## config.mk

```make
export PLATFORM = sky130hd
export DESIGN_NAME = fetch_addr_gen
export DESIGN_NICKNAME = d
export VERILOG_FILES = /design/src/rtl/fag_pkg.sv /design/src/rtl/fag_step_unit.sv /design/src/rtl/fag_next_mux.sv /design/src/rtl/fag_seq_ctrl.sv /design/src/rtl/fetch_addr_gen.sv
export SDC_FILE = /design/constraint.sdc
export NUM_CORES = 1
export LEC_CHECK = 0
export BUFFER_PORTS_ARGS = -buffer_cell sky130_fd_sc_hd__clkbuf_2
export CORE_MARGIN = 2
export CORE_UTILIZATION = 25
export DETAILED_ROUTE_END_ITERATION = 8
export GPL_TIMING_DRIVEN = 1
export HOLD_SLACK_MARGIN = 0.15
export PLACE_DENSITY = 0.52
export SETUP_SLACK_MARGIN = 0.5
export SLEW_MARGIN = 20
export SYNTH_ARGS = -nofsm -noshare
export SYNTH_HDL_FRONTEND = slang
export SYNTH_SLANG_ARGS = --single-unit
```

## constraint.sdc

```tcl
create_clock -name clk -period 5.9 [get_ports clk]
set_clock_uncertainty 0.15 [all_clocks]
set_input_delay 0.885 -clock clk [delete_from_list [all_inputs] [get_ports clk]]
set_output_delay 0.885 -clock clk [all_outputs]
set_load 0.005 [all_outputs]
```

## src/rtl/fag_pkg.sv

```systemverilog
package fag_pkg;

    typedef enum logic [1:0] {
        PIPE_EMPTY = 2'd0,
        PIPE_HALF  = 2'd1,
        PIPE_FULL  = 2'd2
    } pipe_state_e;

    typedef enum logic [1:0] {
        NXT_SEQ    = 2'd0,
        NXT_HOLD   = 2'd1,
        NXT_BRANCH = 2'd2,
        NXT_VECTOR = 2'd3
    } nxt_sel_e;

endpackage

```

## src/rtl/fag_step_unit.sv

```systemverilog
module fag_step_unit #(
    parameter int ADDR_W       = 32,
    parameter int WIDE_BYTES   = 4,
    parameter int NARROW_BYTES = 2,
    parameter int LEAD         = 2
) (
    input  logic              narrow_i,
    input  logic [ADDR_W-1:0] fetch_addr_i,
    input  logic [ADDR_W-1:0] exe_addr_i,
    output logic [ADDR_W-1:0] step_o,
    output logic [ADDR_W-1:0] exe_pc_o,
    output logic              misalign_o
);
    localparam logic [ADDR_W-1:0] WIDE_STEP   = ADDR_W'(WIDE_BYTES);
    localparam logic [ADDR_W-1:0] NARROW_STEP = ADDR_W'(NARROW_BYTES);
    localparam logic [ADDR_W-1:0] WIDE_LEAD   = ADDR_W'(WIDE_BYTES * LEAD);
    localparam logic [ADDR_W-1:0] NARROW_LEAD = ADDR_W'(NARROW_BYTES * LEAD);
    localparam logic [ADDR_W-1:0] WIDE_MASK   = WIDE_STEP - ADDR_W'(1);
    localparam logic [ADDR_W-1:0] NARROW_MASK = NARROW_STEP - ADDR_W'(1);

    logic [ADDR_W-1:0] lead_off;
    logic [ADDR_W-1:0] align_mask;

    always_comb begin
        if (narrow_i) begin
            step_o     = NARROW_STEP;
            lead_off   = NARROW_LEAD;
            align_mask = NARROW_MASK;
        end else begin
            step_o     = WIDE_STEP;
            lead_off   = WIDE_LEAD;
            align_mask = WIDE_MASK;
        end
    end

    assign exe_pc_o   = exe_addr_i + lead_off;
    assign misalign_o = |(fetch_addr_i & align_mask);

endmodule

```

## src/rtl/fag_next_mux.sv

```systemverilog
module fag_next_mux
    import fag_pkg::*;
#(
    parameter int ADDR_W = 32
) (
    input  logic              excp_i,
    input  logic [ADDR_W-1:0] excp_vec_i,
    input  logic              branch_i,
    input  logic [ADDR_W-1:0] branch_tgt_i,
    input  logic              stall_i,
    input  logic [ADDR_W-1:0] cur_addr_i,
    input  logic [ADDR_W-1:0] step_i,
    output logic [ADDR_W-1:0] next_addr_o,
    output nxt_sel_e          sel_o
);
    logic [ADDR_W-1:0] incr_addr;

    assign incr_addr = cur_addr_i + step_i;

    // priority: vector, branch, hold, increment
    always_comb begin
        if (excp_i)        sel_o = NXT_VECTOR;
        else if (branch_i) sel_o = NXT_BRANCH;
        else if (stall_i)  sel_o = NXT_HOLD;
        else               sel_o = NXT_SEQ;
    end

    always_comb begin
        unique case (sel_o)
            NXT_VECTOR: next_addr_o = excp_vec_i;
            NXT_BRANCH: next_addr_o = branch_tgt_i;
            NXT_HOLD:   next_addr_o = cur_addr_i;
            NXT_SEQ:    next_addr_o = incr_addr;
            default:    next_addr_o = cur_addr_i;
        endcase
    end

    always_comb begin
        if (excp_i || branch_i) begin
            assert (sel_o == NXT_VECTOR || sel_o == NXT_BRANCH);
        end
    end

endmodule

```

## src/rtl/fag_seq_ctrl.sv

```systemverilog
module fag_seq_ctrl
    import fag_pkg::*;
#(
    parameter int ADDR_W = 32
) (
    input  logic              clk,
    input  logic              rst_n,
    input  nxt_sel_e          sel_i,
    input  logic [ADDR_W-1:0] fetch_addr_i,
    output logic              dec_valid_o,
    output logic              exe_valid_o,
    output logic [ADDR_W-1:0] exe_addr_o
);
    pipe_state_e       state_q, state_d;
    logic [ADDR_W-1:0] dec_addr_q;
    logic [ADDR_W-1:0] exe_addr_q;
    logic              advance;
    logic              redirect;

    assign advance  = (sel_i == NXT_SEQ);
    assign redirect = (sel_i == NXT_VECTOR) || (sel_i == NXT_BRANCH);

    // state register
    always_ff @(posedge clk or negedge rst_n) begin
        if (!rst_n) state_q <= PIPE_EMPTY;
        else        state_q <= state_d;
    end

    // transitions: REDIRECT, ADVANCE, HOLD
    always_comb begin
        state_d = state_q;
        if (redirect) begin
            state_d = PIPE_EMPTY;
        end else if (advance) begin
            unique case (state_q)
                PIPE_EMPTY: state_d = PIPE_HALF;
                PIPE_HALF:  state_d = PIPE_FULL;
                PIPE_FULL:  state_d = PIPE_FULL;
                default:    state_d = PIPE_EMPTY;
            endcase
        end
    end

    // outputs
    always_comb begin
        unique case (state_q)
            PIPE_EMPTY: begin dec_valid_o = 1'b0; exe_valid_o = 1'b0; end
            PIPE_HALF:  begin dec_valid_o = 1'b1; exe_valid_o = 1'b0; end
            PIPE_FULL:  begin dec_valid_o = 1'b1; exe_valid_o = 1'b1; end
            default:    begin dec_valid_o = 1'b0; exe_valid_o = 1'b0; end
        endcase
    end

    // address pipeline
    always_ff @(posedge clk or negedge rst_n) begin
        if (!rst_n) begin
            dec_addr_q <= '0;
            exe_addr_q <= '0;
        end else if (advance) begin
            dec_addr_q <= fetch_addr_i;
            exe_addr_q <= dec_addr_q;
        end
    end

    assign exe_addr_o = exe_addr_q;

    AST_EXE_NEEDS_DEC: assert property (@(posedge clk) disable iff (!rst_n)
        exe_valid_o |-> dec_valid_o);
    AST_REDIRECT_FLUSH: assert property (@(posedge clk) disable iff (!rst_n)
        redirect |=> (!dec_valid_o && !exe_valid_o));
    AST_HOLD_PIPE: assert property (@(posedge clk) disable iff (!rst_n)
        (sel_i == NXT_HOLD) |=> ($stable(exe_addr_o) && $stable(dec_valid_o) && $stable(exe_valid_o)));
    AST_SHIFT_EXE: assert property (@(posedge clk) disable iff (!rst_n)
        advance |=> (exe_addr_o == $past(dec_addr_q)));

endmodule

```

## src/rtl/fetch_addr_gen.sv

```systemverilog
module fetch_addr_gen
    import fag_pkg::*;
#(
    parameter int              ADDR_W       = 32,
    parameter int              WIDE_BYTES   = 4,
    parameter int              NARROW_BYTES = 2,
    parameter int              LEAD         = 2,
    parameter logic [ADDR_W-1:0] RESET_ADDR = '0
) (
    input  logic              clk,
    input  logic              rst_n,
    input  logic              narrow_i,
    input  logic              stall_i,
    input  logic              branch_i,
    input  logic [ADDR_W-1:0] branch_tgt_i,
    input  logic              excp_i,
    input  logic [ADDR_W-1:0] excp_vec_i,
    output logic [ADDR_W-1:0] fetch_addr_o,
    output logic              fetch_misalign_o,
    output logic              dec_valid_o,
    output logic              exe_valid_o,
    output logic [ADDR_W-1:0] exe_addr_o,
    output logic [ADDR_W-1:0] exe_pc_o
);
    logic [ADDR_W-1:0] addr_q;
    logic [ADDR_W-1:0] addr_d;
    logic [ADDR_W-1:0] step;
    nxt_sel_e          sel;

    fag_step_unit #(
        .ADDR_W      (ADDR_W),
        .WIDE_BYTES  (WIDE_BYTES),
        .NARROW_BYTES(NARROW_BYTES),
        .LEAD        (LEAD)
    ) u_step (
        .narrow_i    (narrow_i),
        .fetch_addr_i(addr_q),
        .exe_addr_i  (exe_addr_o),
        .step_o      (step),
        .exe_pc_o    (exe_pc_o),
        .misalign_o  (fetch_misalign_o)
    );

    fag_next_mux #(.ADDR_W(ADDR_W)) u_mux (
        .excp_i      (excp_i),
        .excp_vec_i  (excp_vec_i),
        .branch_i    (branch_i),
        .branch_tgt_i(branch_tgt_i),
        .stall_i     (stall_i),
        .cur_addr_i  (addr_q),
        .step_i      (step),
        .next_addr_o (addr_d),
        .sel_o       (sel)
    );

    fag_seq_ctrl #(.ADDR_W(ADDR_W)) u_ctrl (
        .clk         (clk),
        .rst_n       (rst_n),
        .sel_i       (sel),
        .fetch_addr_i(addr_q),
        .dec_valid_o (dec_valid_o),
        .exe_valid_o (exe_valid_o),
        .exe_addr_o  (exe_addr_o)
    );

    always_ff @(posedge clk or negedge rst_n) begin
        if (!rst_n) addr_q <= RESET_ADDR;
        else        addr_q <= addr_d;
    end

    assign fetch_addr_o = addr_q;

    always_comb begin
        if (!rst_n) begin
            assert (addr_q == RESET_ADDR && !dec_valid_o && !exe_valid_o);
        end
    end

    AST_VECTOR_WINS: assert property (@(posedge clk) disable iff (!rst_n)
        excp_i |=> (fetch_addr_o == $past(excp_vec_i)));
    AST_BRANCH_LOAD: assert property (@(posedge clk) disable iff (!rst_n)
        (branch_i && !excp_i) |=> (fetch_addr_o == $past(branch_tgt_i)));
    AST_STALL_HOLD: assert property (@(posedge clk) disable iff (!rst_n)
        (stall_i && !branch_i && !excp_i) |=> $stable(fetch_addr_o));
    AST_SEQ_STEP: assert property (@(posedge clk) disable iff (!rst_n)
        (!stall_i && !branch_i && !excp_i) |=> (fetch_addr_o == $past(fetch_addr_o) + $past(step)));

endmodule

```

==> results_dict.tcl, run 1 <==
set metrics [dict create \
    cts_num_sinks 98 \
    viasPerCell 4.567 \
    seq_power_share_pct 48.0 \
    vias 4910 \
    dpl.cell_count 1059 \
    hold_path_class "flop to flop" \
    cts_hold_buf 0 \
    highest_layer "met4" \
    io_pins 169 \
    fin_cells 1075 \
    dr.pass1.iters 4 \
    die_h_microns 151.2 \
    diodes 0 \
    grt_usage_pct 16.11 \
    fin_area_sq_um 6799 \
    yosys.cell_types.count 49 \
    switchingPower_mw 0.6402 \
    rrSetupSlack_ps 2890 \
    finalHoldViolations 0 \
    worst_pin_slew_ps 1061 \
    p_per_area_nw_per_um2 283.6 \
    comb_power_share_pct 21.6 \
    clk_latency_ps 350 \
    fin_nets 874 \
    worst_setup_path_end_kind "primary output" \
    avgSynthCellArea_sq_um 8.385 \
    status "complete, no violations" \
    path_clk_slew_ps 70 \
    antenna_left 0 \
    maxCapViolCount 0 \
    io_buffers 168 \
    fin_crit_ps 4089 \
    finalSetupTns_ps 0 \
    cp_max_fo 5 \
    drive_above_1_share_pct 26.13 \
    antenna_found_initial 0 \
    dpl_cell_area_sq_um 6507 \
    overflow 0 \
    met3WireLength_microns 849 \
    syn_nets 725 \
    power.internal_mw 1.288 \
    ctsResizeCount 0 \
    dr_wl_met2_microns 7771 \
    synthCells 646 \
    clkPwrFrac_pct 30.4 \
    design.core.area_sq_um 21150 \
    slew_viol_final 0 \
    p_sw_share_pct 33.20 \
    cts_buffers 9 \
    start_util_pct 25.60 \
    critPathLaunchType "input port" \
    rsz0062_at_grt "no" \
    fmax_ghz 0.2446 \
    ys_seq_area_share_pct 45.28 \
    clockBufferDepth 2 \
    grt_pass1_wl_microns 27890 \
    post_cts_buffers 0 \
    final_common_cell "nand2_1" \
    grt_pass1_vias 4754 \
    core.rowCount 53 \
    mostFrequentLayoutCells "nand2_1, clkbuf_2, dfrtp_1" \
    gp_congestion 0.8003 \
    power.leakage_nw 3.378 \
    cts_tree "yes" \
    die_x_microns 151.2 \
    avgRoutedWirePerCell_microns 16.76 \
    root_buffer "clkbuf_16" \
    dp_hpwl_microns 13150 \
    wl_met1_microns 9176 \
    synth_warnings 0 \
    htree_levels 3 \
    wl_microns 18020 \
    ys_seq_elements 98 \
    dieArea_sq_um 22860 \
    syn_area_sq_um 5416 \
    drc 0 \
    max_slew_margin_pct 29.24 \
    criticalPathCategory "input port to primary output" \
    critPathRequiredTime_ps 4870 \
    fin_crit_sh_pct 69.31 \
    arrival_ps 3050 \
    ir_drop_uv 128.3 \
    syn_to_final_growth_pct 25.53 \
    grt_max_degree 56 \
    drtIter0Drc 255 \
    setup_viol 0 \
]
-- path summary, 6_finish.rpt --
path                                                   start                                end  cells after the start
max in group asynchronous                              rst_n   u_ctrl.dec_addr_q[3]$_DFFE_PN0P_                      2
setup reg to reg                 fetch_addr_o[1]$_DFFE_PN0P_       fetch_addr_o[27]$_DFFE_PN0P_                      8
hold / removal             u_ctrl.dec_addr_q[15]$_DFFE_PN0P_  u_ctrl.exe_addr_o[15]$_DFFE_PN0P_                      2
setup / recovery                                    narrow_i                       exe_pc_o[28]                      9
hold reg to reg            u_ctrl.dec_addr_q[15]$_DFFE_PN0P_  u_ctrl.exe_addr_o[15]$_DFFE_PN0P_                      2
min in group asynchronous                              rst_n       fetch_addr_o[15]$_DFFE_PN0P_                      1
-- critical path: stages --
cell	delay (ps)
clkbuf_2	170
ha_1	190
inv_1	50
fa_1	510
or3b_1	520
nor4_2	320
nand3_1	140
xnor2_1	140
clkbuf_2	130
-- area by class of cell --
class | instances | area (sq um)
fillers | 2287 | 14360
multi-input cells | 496 | 2763
flip-flops and latches | 98 | 2452
repair buffers | 174 | 888.4
well taps | 275 | 344.1
clock buffers | 11 | 252.7
inverters | 16 | 60.06
clock inverters | 5 | 38.79
-- power groups by stage --
stage	logic (mW)	registers, mW	clock network, mW
2_1_floorplan	0.217	0.894	0
3_3_place_gp	0.420	0.940	0
3_5_place_dp	0.426	0.939	0
4_1_cts	0.428	0.926	0.601
5_1_grt	0.480	0.947	0.630
6_report	0.417	0.926	0.586
-- Yosys cell counts (all sizes together) --
master    n  area [sq um]
and2      2         13.77
nand4b    3         26.28
a211o     1         8.760
nor2     29         113.9
buf      12         60.05
a32oi     1         8.760
a211oi    1         7.510
clkbuf   24         90.09
or4b      1         13.76
and3     10         63.81
or3b      1         8.760
nand3b    6         45.04
nand3    23         115.1
a221o     1         10.01
o22ai     1         6.260
nor3      8         45.04
o21a      1         7.510
mux2      2         22.52
and4bb    1         12.51
nand4    14         117.6
fa        2         40.04
a21oi    25         125.1
a22oi     1         7.510
or3       1         6.260
nor2b     2         12.51
o211ai    1         7.510
or2       2         12.51
nor3b     4         30.03
dfrtp    98          2452
a221oi    3         26.28
and4      2         22.52
o21ai    18         90.09
mux2i     7         70.07
nand2   240         900.9
ha        7         87.58
xnor2    27         236.5
inv      16         60.06
nor4      4         46.29
xor2     29         254.0
o221ai   15         131.4
-- metal layers --
metal	track usage, %	vias to the layer above
met2	23.46	147
met4	4.206	0
met3	3.012	17
met1	24.32	2297
met5	0	-
li1	-	2449
-- sequential cells by signal, summed over array words and instances, names as in the netlist --
signal and count:
fetch_addr_o 32, u_ctrl.dec_addr_q 32, u_ctrl.state_q 2, u_ctrl.exe_addr_o 32
-- stage by stage --
step | hold slack (ps) | worst slack (ps) | total power [mW] | util (%)
3_3_place_gp | 298.3 | 1809 | 1.360 | 30.76
4_1_cts | 319.5 | 1761 | 1.956 | 32.14
3_5_place_dp | 303.5 | 1762 | 1.366 | 30.76
6_report | 320.7 | 1811 | 1.928 | 32.14
2_1_floorplan | 288.6 | 2338 | 1.111 | -
5_1_grt | 337.9 | 1613 | 2.057 | 32.14
-- cell families after synthesis --
group | after synthesis | share of synthesized area, %
AO/OA/AOI/OAI | 69 | 8.062
adder cells (fa/ha/maj) | 9 | 2.356
XOR/XNOR | 56 | 9.055
flip-flops | 98 | 45.28
buffers and inverters | 52 | 3.881
AND/OR/NAND/NOR | 353 | 29.66
multiplexers | 9 | 1.709
(Power assumes the default switching activity.)
==> run 2: changes to the inputs <==
--- a/config.mk
+++ b/config.mk
@@ -11,7 +11,7 @@
 export DETAILED_ROUTE_END_ITERATION = 8
 export GPL_TIMING_DRIVEN = 1
 export HOLD_SLACK_MARGIN = 0.15
-export PLACE_DENSITY = 0.52
+export PLACE_DENSITY = 0.53
 export SETUP_SLACK_MARGIN = 0.5
 export SLEW_MARGIN = 20
 export SYNTH_ARGS = -nofsm -noshare
==> constraint.sdc (replaced) <==
create_clock -name clk -period 3.65 [get_ports clk]
set_clock_uncertainty 0.15 [all_clocks]
set_input_delay 0.5475 -clock clk [delete_from_list [all_inputs] [get_ports clk]]
set_output_delay 0.5475 -clock clk [all_outputs]
set_load 0.005 [all_outputs]
==> results_dict.tcl, run 2 (same netlist as run 1, synthesis figures left out) <==
set metrics [dict create \
    busiest_layer "met2" \
    gr-usage-met2_pct 24.39 \
    slew_viol_final 0 \
    grt_usage_pct 16.27 \
    maxCapViolCount 0 \
    fin_crit_sh_pct 84.82 \
    worstRegToRegCells 9 \
    avgRoutedWirePerCell_microns 16.91 \
    setup_viol 0 \
    finalHoldViolations 0 \
    finalSetupTns_ps 0 \
    path_clk_slew_ps 80 \
    drtIter0Drc 241 \
    design.core.area_sq_um 21150 \
    grt_use_met3_pct 2.681 \
    viasPerCell 4.621 \
    cts_buffers 9 \
    grt_use_met1_pct 24.00 \
    worst_pin_slew_ps 724.6 \
    fin_crit_ps 3096 \
    r2r_start "fetch_addr_o[1]$_DFFE_PN0P_" \
    antenna_found_initial 1 \
    diodes 0 \
    setup_ws_ps 554.0 \
    grt_max_degree 63 \
    die_h_microns 151.2 \
    dieArea_sq_um 22860 \
    start_util_pct 25.60 \
    drc 0 \
    cts_tree "yes" \
    hold_path_class "input port to flop" \
    fmax_ghz 0.3230 \
    syn_to_final_growth_pct 28.64 \
    power.leakage_nw 3.483 \
    mostFrequentLayoutCells "nand2_1, clkbuf_2, dfrtp_1" \
    cp_max_fo 4 \
    io_pins 169 \
    root_buffer "clkbuf_16" \
    dp_hpwl_microns 13460 \
    cp_slowest_cell "or3b_4" \
    ir_drop_uv 221.6 \
    postLayoutCoreUtil_pct 32.94 \
    overflow 0 \
    rrSetupSlack_ps 900 \
    rsz0062_at_grt "yes" \
    criticalPathCategory "flop to primary output" \
    gp_congestion 0.7708 \
    cts_num_sinks 98 \
    clockBufferDepth 2 \
    wl_microns 18380 \
    crit_end "exe_pc_o[30]" \
    holdPathStages 3 \
    core.rowCount 53 \
    worstSetupStartpoint "u_ctrl.exe_addr_o[2]$_DFFE_PN0P_" \
    antenna_left 0 \
    reg2reg_to "fetch_addr_o[25]$_DFFE_PN0P_" \
    critPathRequiredTime_ps 2950 \
    critPathLaunchType "flop" \
    drive_above_1_share_pct 28.69 \
    die_x_microns 151.2 \
    dr.pass1.iters 4 \
    status "complete, no violations" \
    grt_pass1_wl_microns 28080 \
    clk_latency_ps 350 \
    place_ws_ps 182.7 \
    crit_path_max_incr_delay_ps 440 \
    p_per_area_nw_per_um2 460.3 \
    vias 5023 \
    io_buffers 168 \
    arrival_ps 2400 \
    max_slew_margin_pct 51.52 \
    final_common_cell "nand2_1" \
    cp_cell_sequence "ha_2 -> inv_2 -> fa_2 -> or3b_4 -> nor3_2 -> nand3_1 -> xnor2_1 -> clkbuf_2" \
    grt_pass1_vias 4738 \
    htree_levels 3 \
    fin_nets 886 \
    worst_setup_path_end_kind "primary output" \
]
## run 2: final cells by class
cell class,instances,area [sq um]
clock inverters,7,83.83
fillers,2276,14190
multi-input cells,496,2803
repair buffers,186,996.0
well taps,275,344.1
clock buffers,9,225.2
inverters,16,60.06
flip-flops and latches,98,2456
## run 2: worst min-delay path by stage
stage | slack [ps] | to | from
after floorplan | 100 | fetch_addr_o[0]$_DFFE_PN0P_ | rst_n
after global placement | 300 | u_ctrl.exe_addr_o[14]$_DFFE_PN0P_ | u_ctrl.dec_addr_q[14]$_DFFE_PN0P_
after detailed placement | 300 | u_ctrl.exe_addr_o[0]$_DFFE_PN0P_ | u_ctrl.dec_addr_q[0]$_DFFE_PN0P_
after CTS | 230 | fetch_addr_o[0]$_DFFE_PN0P_ | excp_vec_i[0]
after global routing | 240 | fetch_addr_o[0]$_DFFE_PN0P_ | excp_vec_i[0]
final | 240 | fetch_addr_o[3]$_DFFE_PN0P_ | excp_vec_i[3]
## run 2: what timing repair did
| action | 4_1_cts | 5_1_grt |
|---|---|---|
| endpoints found under the setup margin | 17 | 14 |
| pin swaps | 1 | 6 |
| gates resized for setup | 6 | 12 |
| hold endpoints to repair | 40 | 0 |
| hold buffers | 1 | 0 |
| buffers inserted | 1 | 4 |
## run 2: power breakdown
part	internal, mW	total, mW	switching, mW
logic	0.336	0.696	0.360
clock network	0.545	1.01	0.470
registers	1.26	1.50	0.238
## run 2: worst max-delay path, delay by kind of cell, from the launching register on
family / cells / cell delay, ps
buffers and inverters: 2 / 170
AND/OR/NAND/NOR: 3 / 770
adder cells (fa/ha/maj): 2 / 580
XOR/XNOR: 1 / 140
flip-flops: 1 / 390
## run 2: metal layers
metal | part of all wire, % | vias up | routed length, microns
li1 | - | 2478 | -
met1 | 50 | 2380 | 9189
met2 | 44 | 150 | 8165
met3 | 4.3 | 13 | 791
met4 | 1.2 | 2 | 216
met5 | 0.071 | - | 13
## run 2: metrics by stage
stage	instance area (sq um)	instances	power, mW	hold WS, ps
2_1_floorplan	5416	646	1.796	101.9
3_3_place_gp	6565	1065	2.207	297.8
3_5_place_dp	6565	1065	2.216	301.9
4_1_cts	6918	1083	3.250	232.8
5_1_grt	6968	1087	3.417	236.3
6_report	6968	1087	3.207	244.4
==> run 3: changes to the inputs <==
==> constraint.sdc (replaced) <==
create_clock -name clk -period 2.75 [get_ports clk]
set_clock_uncertainty 0.15 [all_clocks]
set_input_delay 0.4125 -clock clk [delete_from_list [all_inputs] [get_ports clk]]
set_output_delay 0.4125 -clock clk [all_outputs]
set_load 0.005 [all_outputs]
==> results_dict.tcl, run 3 (same netlist as run 1, synthesis figures left out) <==
set metrics [dict create \
    status "complete, but fails checks" \
    violations "setup timing" \
    io_pins 169 \
    ir_drop_uv 289.0 \
    fin_nets 955 \
    fmax_ghz 0.3437 \
    grt_pass1_vias 5064 \
    switchingPower_mw 1.439 \
    io_buffers 168 \
    path_clk_slew_ps 70 \
    hp-start "excp_vec_i[23]" \
    fin_crit_sh_pct 105.8 \
    rsz0062_at_grt "yes" \
    mostFrequentLayoutCells "nand2_1, clkbuf_2, dfrtp_1" \
    clockBufferDepth 2 \
    arrival_ps 2350 \
    die_x_microns 151.2 \
    antenna_left 0 \
    p_sw_share_pct 32.32 \
    cts_tree "yes" \
    die_h_microns 151.2 \
    fillers 2182 \
    final_common_cell "nand2_1" \
    postLayoutCoreUtil_pct 37.04 \
    setup_ws_ps -159.3 \
    dp_hpwl_microns 13900 \
    hold_path_class "input port to flop" \
    dr.pass1.iters 5 \
    viasPerCell 4.546 \
    clkPwrFrac_pct 29.9 \
    cts_buffers 9 \
    maxCapViolCount 0 \
    drtIter0Drc 227 \
    drive_above_1_share_pct 34.96 \
    cp_max_fo 4 \
    syn_to_final_growth_pct 44.68 \
    finalHoldViolations 0 \
    antenna_found_initial 1 \
    reg2reg_to "fetch_addr_o[21]$_DFFE_PN0P_" \
    core.rowCount 53 \
    max_slew_margin_pct 60.26 \
    min_to "fetch_addr_o[23]$_DFFE_PN0P_" \
    holdPathStages 3 \
    power.leakage_nw 3.943 \
    vias 5260 \
    drc 0 \
    seq_power_share_pct 43.3 \
    finalSetupTns_ps -899.3 \
    slew_viol_final 0 \
    worstSetupStartpoint "u_ctrl.exe_addr_o[2]$_DFFE_PN0P_" \
    grt_pass1_wl_microns 29150 \
    start_util_pct 25.60 \
    p_per_area_nw_per_um2 568.3 \
    fin_crit_ps 2909 \
    clk_latency_ps 360 \
    power.internal_mw 3.014 \
    r2r_start "fetch_addr_o[1]$_DFFE_PN0P_" \
    htree_levels 3 \
    worstRegToRegCells 10 \
    grt_max_degree 62 \
    overflow 0 \
    critPathRequiredTime_ps 2190 \
    worst_pin_slew_ps 596.1 \
    worst_setup_path_end_kind "primary output" \
    gp_congestion 0.8017 \
    cts_num_sinks 98 \
    criticalPathCategory "flop to primary output" \
    setup_viol 9 \
    design.core.area_sq_um 21150 \
    rrSetupSlack_ps 260 \
    avgRoutedWirePerCell_microns 16.67 \
    wl_microns 19290 \
    grt_usage_pct 16.98 \
    root_buffer "clkbuf_16" \
    dieArea_sq_um 22860 \
    comb_power_share_pct 26.8 \
    critPathLaunchType "flop" \
    holdWs_ps 161.6 \
]
run 3: worst max-delay path, stage by stage (launching register included):
cell	delay (ps)
dfrtp_1	380
ha_4	140
inv_2	30
fa_2	360
buf_4	150
buf_6	110
nor3b_2	140
buf_4	190
nand4_1	100
xnor2_1	220
buf_2	160
run 3: routing by layer:
| layer | part of all wire, % | wire length (microns) | global-route usage (%) | vias to the layer above |
|---|---|---|---|---|
| met2 | 45 | 8646 | 25.34 | 145 |
| met3 | 4.3 | 832 | 2.289 | 23 |
| li1 | - | - | - | 2614 |
| met4 | 1.9 | 375 | 6.168 | 0 |
| met5 | 0 | 0 | 0 | - |
| met1 | 49 | 9431 | 24.98 | 2478 |
run 3: layout make-up:
type | count | area (sq um) | share of cell area [%]
clock buffers | 11 | 252.7 | 3.225
repair buffers | 255 | 1612 | 20.57
clock inverters | 5 | 52.55 | 0.6706
flip-flops and latches | 98 | 2455 | 31.33
inverters | 16 | 60.06 | 0.7664
multi-input cells | 496 | 3058 | 39.02
well taps | 275 | 344.1 | 4.391
diodes | 1 | 2.502 | 0.03193
run 3: worst max path at each step:
stage                     slack [ps]           end  depth (start not counted)
after detailed placement        -150  exe_pc_o[31]                          9
after CTS                       -130  exe_pc_o[26]                          8
after global placement          -130  exe_pc_o[31]                          9
after global routing            -260  exe_pc_o[14]                         10
after floorplan                  360  exe_pc_o[30]                          7
final                           -160  exe_pc_o[14]                         10
run 3: power by group through the flow:
stage / Sequential [mW] / Combinational, mW / Clock [mW]
floorplan: 1.92 / 0.471 / 0
global placement: 1.97 / 1.02 / 0
detailed placement: 1.97 / 1.03 / 0
CTS: 1.93 / 1.14 / 1.36
global route: 1.97 / 1.34 / 1.40
finish: 1.93 / 1.20 / 1.33
run 3: per-stage QoR:
step | power (mW) | worst slack (ps) | cells | cell area (sq um)
finish | 4.454 | -159.3 | 1157 | 7836
floorplan | 2.390 | 357.8 | 646 | 5460
global route | 4.714 | -257.6 | 1157 | 7836
global placement | 2.989 | -128.0 | 1090 | 6809
CTS | 4.429 | -134.8 | 1144 | 7527
detailed placement | 3.000 | -147.0 | 1090 | 6809
run 3: repair_timing:
item | CTS | global route
hold buffers | 24 | 0
gates resized for setup | 13 | 66
hold endpoints to repair | 88 | 0
pin swaps | 9 | 28
endpoints found under the setup margin | 40 | 43
setup buffers | 14 | 12
